`src/rtl/fpcsr_pkg.sv`:
```
package fpcsr_pkg;
    localparam int DATA_W   = 32;
    localparam int NFLAGS   = 5;
    localparam int FLAG_LSB = 7;
    localparam int KEEP_W   = FLAG_LSB;
    localparam int MBZ_LSB  = FLAG_LSB + NFLAGS;
    localparam int RND_W    = 2;

    typedef enum logic [RND_W-1:0] {
        RND_NEAR_EVEN = 2'd0,
        RND_ZERO      = 2'd1,
        RND_POS_INF   = 2'd2,
        RND_NEG_INF   = 2'd3
    } rnd_mode_e;

    typedef enum logic {
        RD_CTL = 1'b0,
        RD_STS = 1'b1
    } rd_sel_e;

    localparam logic [DATA_W-1:0] NORM_KEEP =
        {{(DATA_W-KEEP_W){1'b0}}, {KEEP_W{1'b1}}};
    localparam logic [DATA_W-1:0] GAP_BITS =
        {{(DATA_W-MBZ_LSB){1'b0}}, {(MBZ_LSB-KEEP_W){1'b1}}, {KEEP_W{1'b0}}};
    localparam logic [DATA_W-1:0] LEGACY_KEEP = ~GAP_BITS;
    localparam logic [DATA_W-1:0] MBZ_BITS =
        {{(DATA_W-MBZ_LSB){1'b1}}, {MBZ_LSB{1'b0}}};
endpackage

```
`src/rtl/fpcsr_ctl_reg.sv`:
```
module fpcsr_ctl_reg
    import fpcsr_pkg::*;
(
    input  logic              clk,
    input  logic              rst_n,
    input  logic              wr_en,
    input  logic              wr_legacy,
    input  logic [DATA_W-1:0] wr_data,
    output logic [DATA_W-1:0] ctl_q,
    output logic              mbz_hit,
    output rnd_mode_e         mode
);
    logic [DATA_W-1:0] ctl_d;

    always_comb begin
        ctl_d = ctl_q;
        if (wr_en) begin
            if (wr_legacy) ctl_d = wr_data & LEGACY_KEEP;
            else           ctl_d = wr_data & NORM_KEEP;
        end
    end

    always_ff @(posedge clk) begin
        if (!rst_n) ctl_q <= '0;
        else        ctl_q <= ctl_d;
    end

    // Legacy writes own the upper bits, so only normal writes can hit them.
    assign mbz_hit = wr_en && !wr_legacy && ((wr_data & MBZ_BITS) != '0);

    always_comb begin
        unique case (ctl_q[RND_W-1:0])
            2'd0:    mode = RND_NEAR_EVEN;
            2'd1:    mode = RND_ZERO;
            2'd2:    mode = RND_POS_INF;
            default: mode = RND_NEG_INF;
        endcase
    end
endmodule

```
`src/rtl/fpcsr_flag_reg.sv`:
```
module fpcsr_flag_reg
    import fpcsr_pkg::*;
(
    input  logic              clk,
    input  logic              rst_n,
    input  logic              wr_en,
    input  logic [DATA_W-1:0] wr_data,
    input  logic              op_done,
    input  logic [NFLAGS-1:0] op_flags,
    output logic [NFLAGS-1:0] flag_q,
    output logic              mbz_hit
);
    logic [NFLAGS-1:0] base;
    logic [NFLAGS-1:0] flag_d;

    always_comb begin
        base   = wr_en ? wr_data[FLAG_LSB +: NFLAGS] : flag_q;
        flag_d = op_done ? (base | op_flags) : base;
    end

    always_ff @(posedge clk) begin
        if (!rst_n) flag_q <= '0;
        else        flag_q <= flag_d;
    end

    assign mbz_hit = wr_en && ((wr_data & MBZ_BITS) != '0);
endmodule

```
`src/rtl/fpcsr_read_mux.sv`:
```
module fpcsr_read_mux
    import fpcsr_pkg::*;
(
    input  rd_sel_e           sel,
    input  logic [DATA_W-1:0] ctl_q,
    input  logic [NFLAGS-1:0] flag_q,
    output logic [DATA_W-1:0] rd_data
);
    logic [DATA_W-1:0] sts_word;

    genvar gi;
    generate
        for (gi = 0; gi < DATA_W; gi++) begin : g_sts
            if (gi >= FLAG_LSB && gi < MBZ_LSB) begin : g_flag
                assign sts_word[gi] = flag_q[gi-FLAG_LSB];
            end else begin : g_zero
                assign sts_word[gi] = 1'b0;
            end
        end
    endgenerate

    always_comb begin
        unique case (sel)
            RD_CTL:  rd_data = ctl_q;
            default: rd_data = sts_word;
        endcase
    end
endmodule

```
`src/rtl/fpcsr_top.sv`:
```
module fpcsr_top
    import fpcsr_pkg::*;
(
    input  logic              clk,
    input  logic              rst_n,
    input  logic              ctl_wr_en,
    input  logic              ctl_wr_legacy,
    input  logic [DATA_W-1:0] ctl_wr_data,
    input  logic              sts_wr_en,
    input  logic [DATA_W-1:0] sts_wr_data,
    input  logic              rd_sel,
    output logic [DATA_W-1:0] rd_data,
    input  logic              op_done,
    input  logic [NFLAGS-1:0] op_flags,
    output logic [RND_W-1:0]  round_mode,
    output logic              mbz_warn
);
    logic [DATA_W-1:0] ctl_q;
    logic [NFLAGS-1:0] flag_q;
    logic              ctl_mbz;
    logic              sts_mbz;
    rnd_mode_e         mode;
    logic              warn_q;

    fpcsr_ctl_reg ctl_i (
        .clk       (clk),
        .rst_n     (rst_n),
        .wr_en     (ctl_wr_en),
        .wr_legacy (ctl_wr_legacy),
        .wr_data   (ctl_wr_data),
        .ctl_q     (ctl_q),
        .mbz_hit   (ctl_mbz),
        .mode      (mode)
    );

    fpcsr_flag_reg flag_i (
        .clk      (clk),
        .rst_n    (rst_n),
        .wr_en    (sts_wr_en),
        .wr_data  (sts_wr_data),
        .op_done  (op_done),
        .op_flags (op_flags),
        .flag_q   (flag_q),
        .mbz_hit  (sts_mbz)
    );

    fpcsr_read_mux mux_i (
        .sel     (rd_sel_e'(rd_sel)),
        .ctl_q   (ctl_q),
        .flag_q  (flag_q),
        .rd_data (rd_data)
    );

    always_ff @(posedge clk) begin
        if (!rst_n) warn_q <= 1'b0;
        else        warn_q <= ctl_mbz | sts_mbz;
    end

    assign mbz_warn   = warn_q;
    assign round_mode = mode;
endmodule

```
`config.mk`:
```
export PLATFORM = sky130hd
export DESIGN_NAME = fpcsr_top
export DESIGN_NICKNAME = d
export VERILOG_FILES = /design/src/rtl/fpcsr_pkg.sv /design/src/rtl/fpcsr_ctl_reg.sv /design/src/rtl/fpcsr_flag_reg.sv /design/src/rtl/fpcsr_read_mux.sv /design/src/rtl/fpcsr_top.sv
export SDC_FILE = /design/constraint.sdc
export NUM_CORES = 1
export LEC_CHECK = 0
export BUFFER_PORTS_ARGS = -buffer_cell sky130_fd_sc_hd__buf_2
export CORE_MARGIN = 1.5
export CORE_UTILIZATION = 41
export DETAILED_ROUTE_END_ITERATION = 10
export GPL_ROUTABILITY_DRIVEN = 0
export PLACE_DENSITY = 0.79
export SYNTH_ARGS = -nofsm -noshare
export SYNTH_HDL_FRONTEND = slang
export SYNTH_SLANG_ARGS = --single-unit
```
`constraint.sdc`:
```
create_clock -name clk -period 1.05 [get_ports clk]
set_input_delay 0.0525 -clock clk [delete_from_list [all_inputs] [get_ports clk]]
set_output_delay 0.0525 -clock clk [all_outputs]
set_load 0.01 [all_outputs]
```
==> results.ini, run 1 <==
[clocking]
cts_buffer_depth = 2
cts_made_buffers = 5
cts_tree = yes
clk_pin_slew_worst_paths_ps = 60
clock_sinks = 33
ctsHtreeMaxLevel = 2
clock_latency_ps = 270
cts_setup_buffers = 0
cts-resized-gates = 0
cts_root_buffer = clkbuf_8
ctsHoldBuffers = 0

[global_route]
grt_max_degree = 29
antenna_found_initial = 0
grt_pass1_vias = 1431
grt_pass1_wl_um = 6330
grt_overflow = 0
grtUsageTotal_pct = 19.1

[layout]
final_nets = 359
area_growth_pct = 39.6
diodes = 0
final_util_pct = 61.0
layout.cells.non_filler = 332
layout-drive-gt1-share_pct = 39.4
fillers = 366
finalInstanceArea_um2 = 2280

[min_path]
worstHoldPathType = input pin to flop

[worst_setup_path]
worstPathMaxFanout = 2
crit_path_start_kind = flop
rrSetupSlack_ps = 300
end_kind = output port
crit_type = flop to output port
critical_path_arrival_ps = 900
crit_required_ps = 1000

[route]
vias = 1551
ant_nets = 0
vias_per_cell = 4.67
drc = 0
wl_per_cell_um = 11.8
drt_wl_total_um = 3930
dr.first_iter.drc_count = 72
firstDrtPassIters = 4

[floorplanning]
ios = 111
die_area_um2 = 4380
die_h_um = 66.2
fp.dieW_um = 66.2
core_um2 = 3740
num_rows = 22
initial_core_util_pct = 43.7

[timing]
final_hold_viol_count = 0
max_clock_freq_ghz = 1.05
min_period_over_period_pct = 90.5
drv_slew = 0
setup_viol = 0
fin_crit_ps = 950
grt_setup_unrepaired = false
skew_ps = 0
slew_headroom_pct = 52.9
tightest_slew_ps = 707

[placement]
place_area_um2 = 2200
placed_cells = 324
portBuffers = 98
hpwl_um = 3060

[synthesis]
syn_nets = 261
synth.distinct_cells = 21
ys_seq_elements = 33
synth_area_um2 = 1640
yosysWarnings = 0
synth_area_per_cell_um2 = 8.84
synthCells = 185
synth-seq-area-share_pct = 40.4

[pwr]
static-leakage-power_nw = 1.11
power-per-cell-area_nw_per_um2 = 1180
ir_drop_mv = 0.840
p_total_mw = 2.69

[status]
outcome = finished, final reports clean

[flow_run]
max_cap_violations = 0

power breakdown:
group	internal, mW	switching [mW]
Clock	0.470	0.413
Sequential	1.32	0.0242
Combinational	0.252	0.214
routing by layer:
layer	share of wire (%)	vias up	GRT usage [%]
li1	-	807	-
met1	45	688	21.7
met2	48	47	33.8
met3	5.1	9	3.75
met4	2.3	0	9.18
met5	0	-	0
final timing paths:
path,start,to,cells past startpoint
hold / removal,op_flags[2],flag_i.flag_q[2],3
setup reg to reg,ctl_i.ctl_q[24],ctl_i.ctl_q[24],3
hold reg to reg,ctl_i.ctl_q[3],ctl_i.ctl_q[3],2
setup / recovery,ctl_i.ctl_q[31],rd_data[31],2
worst max-delay path, cell delays in order (launching register included):
cell and delay, ps:
dfxtp_1 310, nor2b_1 160, buf_2 150
cells by family (layout without fill, tap and decap cells):
family,after synthesis,count (layout),synth area share (%)
and+or+nand+nor,99,99,38.5
AOI/OAI and AO/OA,27,27,9.33
muxes,12,12,7.35
buffers and inverters,14,113,4.44
DFF,33,33,40.4
registers in the layout (all words and copies together), names as in the netlist:
name and flops:
ctl_i.ctl_q 27, flag_i.flag_q 5, mbz_warn 1
cell type report:
class                   count  area (um2)  share of cell area [%]
multi-input cells         138         902                    39.5
flip-flops and latches     33         661                    28.9
repair buffers            105         581                    25.4
clock buffers               8        80.1                    3.51
well taps                  48        60.1                    2.63
synthesized netlist by cell type (all sizes together):
cell    instances  area (um2)
nor2b          73         457
dfxtp          33         661
a21oi          20         100
mux2i          12         120
nor4           10        83.8
clkbuf          9        33.8
and2            6        37.5
a21boi          5        37.5
buf             5        38.8
nand2           5        18.8
and3            2        12.5
a31o            1        8.76
a31oi           1        6.26
and2b           1        7.51
nand3           1        5.00
nand3b          1        7.51
through the flow:
stage,setup TNS (ps),hold WS (ps),setup slack (ps)
final,0,17.8,100
after global placement,-680,304,-128
after detailed placement,-1100,308,-127
after floorplan,0,151,234
after global routing,0,26.2,45.1
after CTS,0,13.4,108
cell usage in the layout (no fill, tap or decap), types with 2 or more instances in the layout:
| cell | instances |
|---|---|
| dfxtp_1 | 33 |
| nor2b_1 | 73 |
| buf_12 | 3 |
| nor4_1 | 8 |
| a21boi_0 | 2 |
| buf_2 | 98 |
| mux2i_1 | 12 |
| and3_1 | 2 |
| nand2_1 | 5 |
| a21oi_1 | 20 |
| clkbuf_8 | 5 |
| a21boi_1 | 3 |
| and2_1 | 6 |
| clkbuf_1 | 3 |
| buf_4 | 4 |
(Power assumes the default switching activity.)
==> run 2: changes to the inputs <==
Settings changed: BUFFER_PORTS_ARGS -buffer_cell sky130_fd_sc_hd__buf_2 to -buffer_cell sky130_fd_sc_hd__buf_4.
==> run 2 against run 1 <==
Sequential power about the same; final area up 10%; register-to-register slack about the same; maximum frequency up 0.91%; non-clock buffer count down 3; combinational power up 16%; largest power group unchanged.
==> results.ini, run 2 (synthesis gave the netlist of run 1 again) <==
[pwr]
power-per-cell-area_nw_per_um2 = 1230  ; +4.0%
power.internal_mw = 2.41  ; +18%
p_total_mw = 3.08  ; +15%
p_clk_share_pct = 39.0  ; +6.2 points
combPwrFrac_pct = 17.6  ; +0.3 points
static-leakage-power_nw = 1.16  ; +4.6%
swShare_pct = 21.8  ; -2.4 points
power_switching_mw = 0.672  ; +3.2%
ir_drop_mv = 0.892  ; +6.2%
seqPwrFrac_pct = 43.4  ; -6.4 points

[clocking]
ctsHoldBuffers = 0  ; unchanged
cts_root_buffer = clkbuf_8
cts_setup_buffers = 0  ; unchanged
ctsHtreeMaxLevel = 2  ; unchanged
clk_pin_slew_worst_paths_ps = 70  ; about the same
cts_tree = yes
clock_latency_ps = 270  ; about the same
cts_buffer_depth = 2  ; unchanged
clock_sinks = 33  ; unchanged
cts_made_buffers = 5  ; unchanged
cts-resized-gates = 0  ; unchanged

[timing]
setup_viol = 0  ; unchanged
min_period_over_period_pct = 89.7  ; -0.82 points
slew_headroom_pct = 54.4  ; +1.5 points
max_clock_freq_ghz = 1.06  ; +0.91%
final_hold_viol_count = 0  ; unchanged
fin_crit_ps = 941  ; -8.56 ps
skew_ps = 0  ; unchanged
grt_setup_unrepaired = false
tightest_slew_ps = 684  ; -22.3 ps
timing.hold.ws_ps = 26.6  ; +8.78 ps
drv_slew = 0  ; unchanged

[global_route]
grt_pass1_wl_um = 6870  ; +8.4%
grtUsageTotal_pct = 20.2  ; +1.1 points
grt_overflow = 0  ; unchanged
grt_max_degree = 35  ; +21%
grt_pass1_vias = 1610  ; +13%
antenna_found_initial = 0  ; unchanged

[route]
vias_per_cell = 4.81  ; +2.9%
vias = 1581  ; +1.9%
firstDrtPassIters = 4  ; unchanged
drc = 0  ; unchanged
dr.first_iter.drc_count = 52  ; -28%
wl_per_cell_um = 12.8  ; +8.1%
ant_nets = 0  ; unchanged
drt_wl_total_um = 4210  ; +7.1%

[floorplanning]
ios = 111  ; unchanged
core_um2 = 3740  ; unchanged
die_h_um = 66.2  ; unchanged
num_rows = 22  ; unchanged
fp.dieW_um = 66.2  ; unchanged
initial_core_util_pct = 43.7  ; unchanged
die_area_um2 = 4380  ; unchanged

[layout]
diodes = 0  ; unchanged
final_nets = 356  ; -0.84%
largest_register = ctl_i.ctl_q
layout_common_cells = 101 x buf_4, 73 x nor2b_1, 33 x dfxtp_1
area_growth_pct = 53.9
largest_reg_flops = 27  ; unchanged
final_common_cell = buf_4
layout-drive-gt1-share_pct = 39.5  ; +0.065 points
final_util_pct = 67.2  ; +6.3 points

[worst_setup_path]
crit_type = flop to output port
critical_path_arrival_ps = 890  ; about the same
max_stage_delay_ps = 350  ; +40 ps
crit_path_start_kind = flop
crit_chain = nor2b_1, buf_4
end_kind = output port
worstPathMaxFanout = 2  ; unchanged
cpMaxStageDelayCell = dfxtp_1
crit_required_ps = 1000  ; about the same

[status]
outcome = finished, final reports clean

[placement]
portBuffers = 98  ; unchanged
hpwl_um = 3010  ; -1.7%

[min_path]
worstHoldPathType = input pin to flop

[flow_run]
max_cap_violations = 0  ; unchanged

run 2: cell type report:
| type | instances | area (um2) |
|---|---|---|
| Tap cell | 48 | 60.1 |
| Clock buffer | 7 | 86.3 |
| Sequential cell | 33 | 661 |
| Multi-Input combinational cell | 138 | 902 |
| Fill cell | 338 | 1230 |
| Clock inverter | 1 | 30.0 |
| Timing Repair Buffer | 102 | 778 |
run 2: power groups by stage:
stage	combinational, mW	clock [mW]	sequential [mW]
finish	0.542	1.20	1.34
detailed placement	0.543	0	1.37
global placement	0.534	0	1.37
global route	0.588	1.30	1.35
CTS	0.545	1.23	1.34
floorplan	0.240	0	1.36
run 2: through the flow:
| step | cells | instance area [um2] | worst slack, ps | setup TNS, ps |
|---|---|---|---|---|
| 6_report | 329 | 2520 | 109 | 0 |
| 5_1_grt | 329 | 2520 | 41.8 | 0 |
| 4_1_cts | 329 | 2520 | 91.0 | 0 |
| 3_5_place_dp | 321 | 2400 | -137 | -606 |
| 3_3_place_gp | 321 | 2400 | -103 | -474 |
| 2_1_floorplan | 185 | 1640 | 234 | 0 |
run 2: path summary, 6_finish.rpt:
check | start | slack [ps] | endpoint | cells after the start
worst max-delay path | ctl_i.ctl_q[16] | 110 | rd_data[16] | 2
worst max register to register | ctl_i.ctl_q[16] | 300 | ctl_i.ctl_q[16] | 3
worst min register to register | ctl_i.ctl_q[3] | 510 | ctl_i.ctl_q[3] | 2
worst min-delay path | op_flags[3] | 30 | flag_i.flag_q[3] | 3
run 2: worst max-delay path: cells and delay by family (launching register included):
kind	cells	cell delay (ps)
buffers and inverters	1	130
and+or+nand+nor	1	140
DFF	1	350
run 2: metal layers:
| layer | track usage [%] | up-vias | part of all wire, % | wire [um] |
|---|---|---|---|---|
| met5 | 0 | - | 0 | 0 |
| met4 | 7.40 | 0 | 2.2 | 91 |
| met1 | 23.7 | 720 | 43 | 1820 |
| li1 | - | 802 | - | - |
| met2 | 35.6 | 50 | 49 | 2070 |
| met3 | 4.60 | 9 | 5.5 | 231 |
